[config.mk]
export PLATFORM = sky130hd
export DESIGN_NAME = panel_timing_gen
export DESIGN_NICKNAME = d
export VERILOG_FILES = /design/src/rtl/pt_pkg.sv /design/src/rtl/pt_cfg_regs.sv /design/src/rtl/pt_counters.sv /design/src/rtl/pt_timing_out.sv /design/src/rtl/panel_timing_gen.sv
export SDC_FILE = /design/constraint.sdc
export NUM_CORES = 1
export LEC_CHECK = 0
export CORE_MARGIN = 4
export CORE_UTILIZATION = 65
export DETAILED_ROUTE_END_ITERATION = 16
export PLACE_DENSITY = 0.86
export SLEW_MARGIN = 25
export SYNTH_ARGS = -nofsm -noshare
export SYNTH_HDL_FRONTEND = slang
export SYNTH_HIERARCHICAL = 1
export SYNTH_SLANG_ARGS = --single-unit
[constraint.sdc]
create_clock -name clk -period 6.52 [get_ports clk]
set_clock_uncertainty 0.15 [all_clocks]
set_input_delay 0.978 -clock clk [delete_from_list [all_inputs] [get_ports clk]]
set_output_delay 0.978 -clock clk [all_outputs]
set_load 0.02 [all_outputs]
[src/rtl/pt_pkg.sv]
package pt_pkg;
  localparam int HW = 11;  // horizontal counter / config data width
  localparam int VW = 9;   // vertical counter width
  localparam int AW = 3;   // config address width

  typedef enum logic [AW-1:0] {
    REG_LINE_DOT = 3'd0,
    REG_LINE_PIX = 3'd1,
    REG_FRAME    = 3'd2,
    REG_HS_WIDTH = 3'd3,
    REG_VS_WIDTH = 3'd4
  } pt_reg_e;

  typedef struct packed {
    logic [HW-1:0] line_dot;
    logic [HW-1:0] line_pix;
    logic [VW-1:0] frame_len;
    logic [HW-1:0] hs_width;
    logic [VW-1:0] vs_width;
  } pt_cfg_t;

  function automatic logic [HW-1:0] pt_clamp(input logic [HW-1:0] v,
                                             input logic [HW-1:0] lo,
                                             input logic [HW-1:0] hi);
    if (v < lo) return lo;
    if (v > hi) return hi;
    return v;
  endfunction
endpackage

[src/rtl/pt_cfg_regs.sv]
module pt_cfg_regs
  import pt_pkg::*;
#(
  parameter int DOT_LINE_MIN = 1170,
  parameter int DOT_LINE_NOM = 1200,
  parameter int DOT_LINE_MAX = 1230,
  parameter int PIX_LINE_MIN = 405,
  parameter int PIX_LINE_NOM = 435,
  parameter int PIX_LINE_MAX = 465,
  parameter int FRAME_MIN    = 258,
  parameter int FRAME_NOM    = 262,
  parameter int FRAME_MAX    = 262,
  parameter int HSW_MIN      = 19,
  parameter int HSW_NOM      = 32,
  parameter int HSW_MAX      = 57,
  parameter int VSW_MIN      = 1,
  parameter int VSW_NOM      = 3,
  parameter int VSW_MAX      = 5
) (
  input  logic          clk,
  input  logic          rst,
  input  logic          we,
  input  logic [AW-1:0] addr,
  input  logic [HW-1:0] wdata,
  output pt_cfg_t       cfg
);
  logic [HW-1:0] lo, hi, clamped;

  always_comb begin
    case (addr)
      REG_LINE_DOT: begin lo = HW'(DOT_LINE_MIN); hi = HW'(DOT_LINE_MAX); end
      REG_LINE_PIX: begin lo = HW'(PIX_LINE_MIN); hi = HW'(PIX_LINE_MAX); end
      REG_FRAME:    begin lo = HW'(FRAME_MIN);    hi = HW'(FRAME_MAX);    end
      REG_HS_WIDTH: begin lo = HW'(HSW_MIN);      hi = HW'(HSW_MAX);      end
      REG_VS_WIDTH: begin lo = HW'(VSW_MIN);      hi = HW'(VSW_MAX);      end
      default:      begin lo = '0;                hi = '0;                end
    endcase
    clamped = pt_clamp(wdata, lo, hi);
  end

  always_ff @(posedge clk) begin
    if (rst) begin
      cfg.line_dot  <= HW'(DOT_LINE_NOM);
      cfg.line_pix  <= HW'(PIX_LINE_NOM);
      cfg.frame_len <= VW'(FRAME_NOM);
      cfg.hs_width  <= HW'(HSW_NOM);
      cfg.vs_width  <= VW'(VSW_NOM);
    end else if (we) begin
      case (addr)
        REG_LINE_DOT: cfg.line_dot  <= clamped;
        REG_LINE_PIX: cfg.line_pix  <= clamped;
        REG_FRAME:    cfg.frame_len <= clamped[VW-1:0];
        REG_HS_WIDTH: cfg.hs_width  <= clamped;
        REG_VS_WIDTH: cfg.vs_width  <= clamped[VW-1:0];
        default: ;  // unused addresses: no effect
      endcase
    end
  end
endmodule

[src/rtl/pt_counters.sv]
module pt_counters
  import pt_pkg::*;
(
  input  logic          clk,
  input  logic          rst,
  input  logic          mode_req,
  input  logic [HW-1:0] line_dot,
  input  logic [HW-1:0] line_pix,
  input  logic [VW-1:0] frame_len,
  output logic [HW-1:0] h_cnt,
  output logic [VW-1:0] v_cnt,
  output logic          pix_mode,
  output logic [HW-1:0] line_len
);
  logic h_last, v_last;

  assign line_len = pix_mode ? line_pix : line_dot;
  // >= so a shortened length mid-line or mid-frame still wraps at once
  assign h_last = (h_cnt >= line_len - 1'b1);
  assign v_last = (v_cnt >= frame_len - 1'b1);

  always_ff @(posedge clk) begin
    if (rst) begin
      h_cnt    <= '0;
      v_cnt    <= '0;
      pix_mode <= mode_req;
    end else if (h_last) begin
      h_cnt <= '0;
      if (v_last) begin
        v_cnt    <= '0;
        pix_mode <= mode_req;  // mode taken only at frame wrap
      end else begin
        v_cnt <= v_cnt + 1'b1;
      end
    end else begin
      h_cnt <= h_cnt + 1'b1;
    end
  end
endmodule

[src/rtl/pt_timing_out.sv]
module pt_timing_out
  import pt_pkg::*;
#(
  parameter int DOT_H_START = 205,
  parameter int DOT_H_LEN   = 960,
  parameter int PIX_H_START = 84,
  parameter int PIX_H_LEN   = 320,
  parameter int V_START     = 20,
  parameter int V_LEN       = 234
) (
  input  logic          clk,
  input  logic          rst,
  input  logic [HW-1:0] h_cnt,
  input  logic [VW-1:0] v_cnt,
  input  logic          pix_mode,
  input  logic [HW-1:0] line_len,
  input  logic [HW-1:0] hs_width,
  input  logic [VW-1:0] vs_width,
  output logic          hsy_n,
  output logic          vsy_n,
  output logic          h_active,
  output logic          v_active,
  output logic [HW-1:0] x_pos,
  output logic [VW-1:0] y_pos
);
  localparam logic [HW-1:0] DOT_FIRST = HW'(DOT_H_START);
  localparam logic [HW-1:0] DOT_LAST  = HW'(DOT_H_START + DOT_H_LEN - 1);
  localparam logic [HW-1:0] PIX_FIRST = HW'(PIX_H_START);
  localparam logic [HW-1:0] PIX_LAST  = HW'(PIX_H_START + PIX_H_LEN - 1);
  localparam logic [VW-1:0] V_FIRST   = VW'(V_START);
  localparam logic [VW-1:0] V_LAST    = VW'(V_START + V_LEN - 1);

  logic [HW-1:0] h_first, h_lastpos, vs_point;
  logic          h_in, v_in, hs_in, vs_in;

  always_comb begin
    h_first   = pix_mode ? PIX_FIRST : DOT_FIRST;
    h_lastpos = pix_mode ? PIX_LAST  : DOT_LAST;
    h_in      = (h_cnt >= h_first) && (h_cnt <= h_lastpos);
    v_in      = (v_cnt >= V_FIRST) && (v_cnt <= V_LAST);
    hs_in     = (h_cnt < hs_width);
    vs_in     = (v_cnt < vs_width);
    // half a line after the horizontal sync rising edge
    vs_point  = hs_width + {1'b0, line_len[HW-1:1]};
  end

  always_ff @(posedge clk) begin
    if (rst) begin
      hsy_n    <= 1'b1;
      vsy_n    <= 1'b1;
      h_active <= 1'b0;
      v_active <= 1'b0;
      x_pos    <= '0;
      y_pos    <= '0;
    end else begin
      hsy_n    <= ~hs_in;
      if (h_cnt == vs_point) vsy_n <= ~vs_in;
      h_active <= h_in;
      v_active <= v_in;
      x_pos    <= h_in ? h_cnt - h_first : '0;
      y_pos    <= v_in ? v_cnt - V_FIRST : '0;
    end
  end
endmodule

[src/rtl/panel_timing_gen.sv]
module panel_timing_gen
  import pt_pkg::*;
#(
  parameter int DOT_LINE_MIN = 1170,
  parameter int DOT_LINE_NOM = 1200,
  parameter int DOT_LINE_MAX = 1230,
  parameter int PIX_LINE_MIN = 405,
  parameter int PIX_LINE_NOM = 435,
  parameter int PIX_LINE_MAX = 465,
  parameter int FRAME_MIN    = 258,
  parameter int FRAME_NOM    = 262,
  parameter int FRAME_MAX    = 262,
  parameter int HSW_MIN      = 19,
  parameter int HSW_NOM      = 32,
  parameter int HSW_MAX      = 57,
  parameter int VSW_MIN      = 1,
  parameter int VSW_NOM      = 3,
  parameter int VSW_MAX      = 5,
  parameter int DOT_H_START  = 205,
  parameter int DOT_H_LEN    = 960,
  parameter int PIX_H_START  = 84,
  parameter int PIX_H_LEN    = 320,
  parameter int V_START      = 20,
  parameter int V_LEN        = 234
) (
  input  logic                  clk,
  input  logic                  rst,
  input  logic                  pix_mode_req,
  input  logic                  cfg_we,
  input  logic [pt_pkg::AW-1:0] cfg_addr,
  input  logic [pt_pkg::HW-1:0] cfg_wdata,
  output logic                  hsy_n,
  output logic                  vsy_n,
  output logic                  h_active,
  output logic                  v_active,
  output logic [pt_pkg::HW-1:0] x_pos,
  output logic [pt_pkg::VW-1:0] y_pos
);
  pt_cfg_t       cfg;
  logic [HW-1:0] h_cnt, line_len;
  logic [VW-1:0] v_cnt;
  logic          pix_mode;

  pt_cfg_regs #(
    .DOT_LINE_MIN(DOT_LINE_MIN), .DOT_LINE_NOM(DOT_LINE_NOM), .DOT_LINE_MAX(DOT_LINE_MAX),
    .PIX_LINE_MIN(PIX_LINE_MIN), .PIX_LINE_NOM(PIX_LINE_NOM), .PIX_LINE_MAX(PIX_LINE_MAX),
    .FRAME_MIN(FRAME_MIN), .FRAME_NOM(FRAME_NOM), .FRAME_MAX(FRAME_MAX),
    .HSW_MIN(HSW_MIN), .HSW_NOM(HSW_NOM), .HSW_MAX(HSW_MAX),
    .VSW_MIN(VSW_MIN), .VSW_NOM(VSW_NOM), .VSW_MAX(VSW_MAX)
  ) u_cfg (
    .clk(clk), .rst(rst), .we(cfg_we), .addr(cfg_addr), .wdata(cfg_wdata), .cfg(cfg)
  );

  pt_counters u_cnt (
    .clk(clk), .rst(rst), .mode_req(pix_mode_req),
    .line_dot(cfg.line_dot), .line_pix(cfg.line_pix), .frame_len(cfg.frame_len),
    .h_cnt(h_cnt), .v_cnt(v_cnt), .pix_mode(pix_mode), .line_len(line_len)
  );

  pt_timing_out #(
    .DOT_H_START(DOT_H_START), .DOT_H_LEN(DOT_H_LEN),
    .PIX_H_START(PIX_H_START), .PIX_H_LEN(PIX_H_LEN),
    .V_START(V_START), .V_LEN(V_LEN)
  ) u_out (
    .clk(clk), .rst(rst), .h_cnt(h_cnt), .v_cnt(v_cnt), .pix_mode(pix_mode),
    .line_len(line_len), .hs_width(cfg.hs_width), .vs_width(cfg.vs_width),
    .hsy_n(hsy_n), .vsy_n(vsy_n), .h_active(h_active), .v_active(v_active),
    .x_pos(x_pos), .y_pos(y_pos)
  );
endmodule

==> metrics.yaml <==
run_status:
  outcome: "complete, no violations"
floorplanning:
  die_width_um: 107.6
  num_io_pins: 42
  initial_core_utilization_pct: 66.33
  rows: 36
  chipHeight_um: 107.6
  floorplan.core_area_um2: 9729
  floorplan.die_area_um2: 11590
layout:
  antenna_cells_inserted: 0
  final_cells: 910
  share_of_final_layout_standard_cells_stronger_than_drive_strength_1_pct: 7.465
  layout.nets: 869
  fin_util_pct: 72.93
  area_delta_synth_final_pct: 9.946
placement:
  post-place-cells: 894
  dp_hpwl_mm: 12.23
  io_buffer_count: 41
  gp_routability_congestion: 0.9773
timing:
  timing.final.crit_share_pct: 71.84
  timing.final.max_slew_violations: 0
  tightest_slew_ns: 1.030
  worst_slew_margin_rel_pct: 31.36
  max_freq_ghz: 0.2135
  finalSetupViolCount: 0
  rsz_0062_raised_after_global_routing: "no"
  setup_total_neg_slack_ns: 0
  hold_violations: 0
  min_period_ns: 4.684
setup_path:
  timing.setup.critical_path_class: "register to register"
  critical_path_arrival_ns: 4.82
  worst-r2r-cell-count: 12
  critical_path_cell_count: 12
  startpoint_type: "register"
  timing.critical_path.fanout_max: 19
  worstPathCellList: "mux2i_1 > ha_1 > nand4_1 > or3_1 > xnor2_1 > ha_1 > a211oi_2 > nor2_1 > a311oi_4 > nand2_4 > or2_1 > o21ai_0"
  critical_path.most_common_cell: "sky130_fd_sc_hd__ha_1"
  critPathCaptureType: "register"
  worst_ep_required_time_ns: 6.65
  path_buf_inv: 0
  slowest_delay_ns: 0.95
  timing.critical_path.max_delay_family: "simple AND/OR/NAND/NOR gates"
  critPathSlowestCell: "sky130_fd_sc_hd__edfxtp_1"
global_route:
  gr-usage-all-layers_pct: 28.63
  grt_start_max_net_pins: 45
  grt.overflow.total: 0
  grt_antenna_before_repair: 0
  grt_pass1_wl_mm: 26.33
  via_count_of_the_first_global_routing_pass: 5541
clock_network:
  clock_tree.htree_level_count: 3
  cts.hold.buffers_added: 0
  cts.reportedPaths.clkPinSlew_ns: 0.11
  clock-sinks: 96
  cts_buffers: 9
  clock_tree.buffer_depth: 2
  cts_resized: 0
  clkLatencyLatePin_ns: 0.37
  post_cts.repair.setup_buffers: 0
  cts_tree: "yes"
  cts_root_buffer: "sky130_fd_sc_hd__clkbuf_8"
routing:
  drt.antenna.violating_nets: 0
  drt-wirelength-per-cell_um: 17.94
  drc_errors_left: 0
  detail_route.first_pass.iterations: 5
  detail_route.iter0.violations: 355
  detail_route.vias_per_cell: 6.160
  routed_wirelength_mm: 16.32
  vias: 5606
min_path:
  holdCritPathClass: "register to register"
  min_path_cells: 2
logic_synthesis:
  synth.avg_cell_area_um2: 8.674
  syn-cell-area_um2: 6454
  yosysWarnings: 6
  synth_fp_nets: 841
  syn_inst: 744
power_and_ir_drop:
  power.static_leakage_uw: 0.002877
  totalPowerFinal_uw: 1191
  ir_worst_vdd_mv: 0.1370
  p_per_area_nw_per_um2: 167.8
run:
  max_cap_violation_count: 0
worst paths after layout:
path,endpoint,startpoint,slack (ns)
max,u_cnt/v_cnt[8],u_cnt/pix_mode,1.84
min,u_cfg/cfg[6],u_cfg/cfg[6],0.31
max reg2reg,u_cnt/v_cnt[8],u_cnt/pix_mode,1.84
min reg2reg,u_cfg/cfg[6],u_cfg/cfg[6],0.31
registers in the layout (all words and copies together), names as in the netlist:
register,cells
u_out/y_pos,9
u_out/h_active,1
u_out/v_active,1
u_out/hsy_n,1
u_cnt/v_cnt,9
u_cnt/h_cnt,11
u_cfg/cfg,51
u_cnt/pix_mode,1
u_out/vsy_n,1
u_out/x_pos,11
routing by layer:
| metal | wire length [um] | global-route usage, % | share of wire, % |
|---|---|---|---|
| met1 | 6699 | 34.52 | 41 |
| met4 | 376 | 12.35 | 2.3 |
| met5 | 0 | 0 | 0 |
| met2 | 8015 | 50.18 | 49 |
| met3 | 1230 | 4.559 | 7.5 |
placed cells by master, fill, tap and decap left out, types with 6 or more instances in the layout:
cell and instances:
sky130_fd_sc_hd__nand3_1 17, sky130_fd_sc_hd__o21a_1 9, sky130_fd_sc_hd__clkbuf_8 10, sky130_fd_sc_hd__nand4_1 19, sky130_fd_sc_hd__nor2b_1 14, sky130_fd_sc_hd__a21oi_1 36, sky130_fd_sc_hd__a211oi_1 9, sky130_fd_sc_hd__mux2i_1 9
sky130_fd_sc_hd__nor2_1 61, sky130_fd_sc_hd__xor2_1 19, sky130_fd_sc_hd__inv_1 50, sky130_fd_sc_hd__o21ai_0 33, sky130_fd_sc_hd__or3_1 6, sky130_fd_sc_hd__xnor2_1 36, sky130_fd_sc_hd__a31oi_1 11, sky130_fd_sc_hd__mux2_2 6
sky130_fd_sc_hd__a22o_1 7, sky130_fd_sc_hd__nand2b_1 9, sky130_fd_sc_hd__and3_1 9, sky130_fd_sc_hd__a21o_1 10, sky130_fd_sc_hd__dfxtp_1 95, sky130_fd_sc_hd__nor2_4 8, sky130_fd_sc_hd__nor3_1 22, sky130_fd_sc_hd__clkdlybuf4s50_1 41
sky130_fd_sc_hd__nor2_2 9, sky130_fd_sc_hd__o31ai_1 6, sky130_fd_sc_hd__nor4_1 15, sky130_fd_sc_hd__nand2_1 49, sky130_fd_sc_hd__ha_1 78
report_power, final:
part | internal [uW] | total (uW) | leakage, uW | switching [uW]
logic | 75.1 | 191 | 0.00201 | 116
clock network | 157 | 390 | 0.0000927 | 233
registers | 595 | 610 | 0.000778 | 14.1
worst min-delay path, cell delays in order, from the launching register on:
cell,delay [ns]
sky130_fd_sc_hd__dfxtp_1,0.33
sky130_fd_sc_hd__nand2_1,0.05
sky130_fd_sc_hd__a21oi_1,0.05
per-stage QoR:
step	instance area [um^2]	hold WS [ns]	worst slack, ns
2_1_floorplan	6454	0.2762	2.762
3_3_place_gp	6900	0.2866	2.166
3_5_place_dp	6900	0.2972	1.919
4_1_cts	7096	0.3118	1.875
5_1_grt	7096	0.3377	1.547
6_report	7096	0.3106	1.836
layout make-up:
type / instances / area [um^2]
clock inverter: 6 / 57.56
multi-input combinational: 572 / 4189
fill: 731 / 2634
clock buffer: 10 / 137.6
inverter: 50 / 187.7
tap: 133 / 166.4
sequential: 96 / 1932
timing repair buffer: 43 / 425.4
Power figures use the tool's default switching activity.
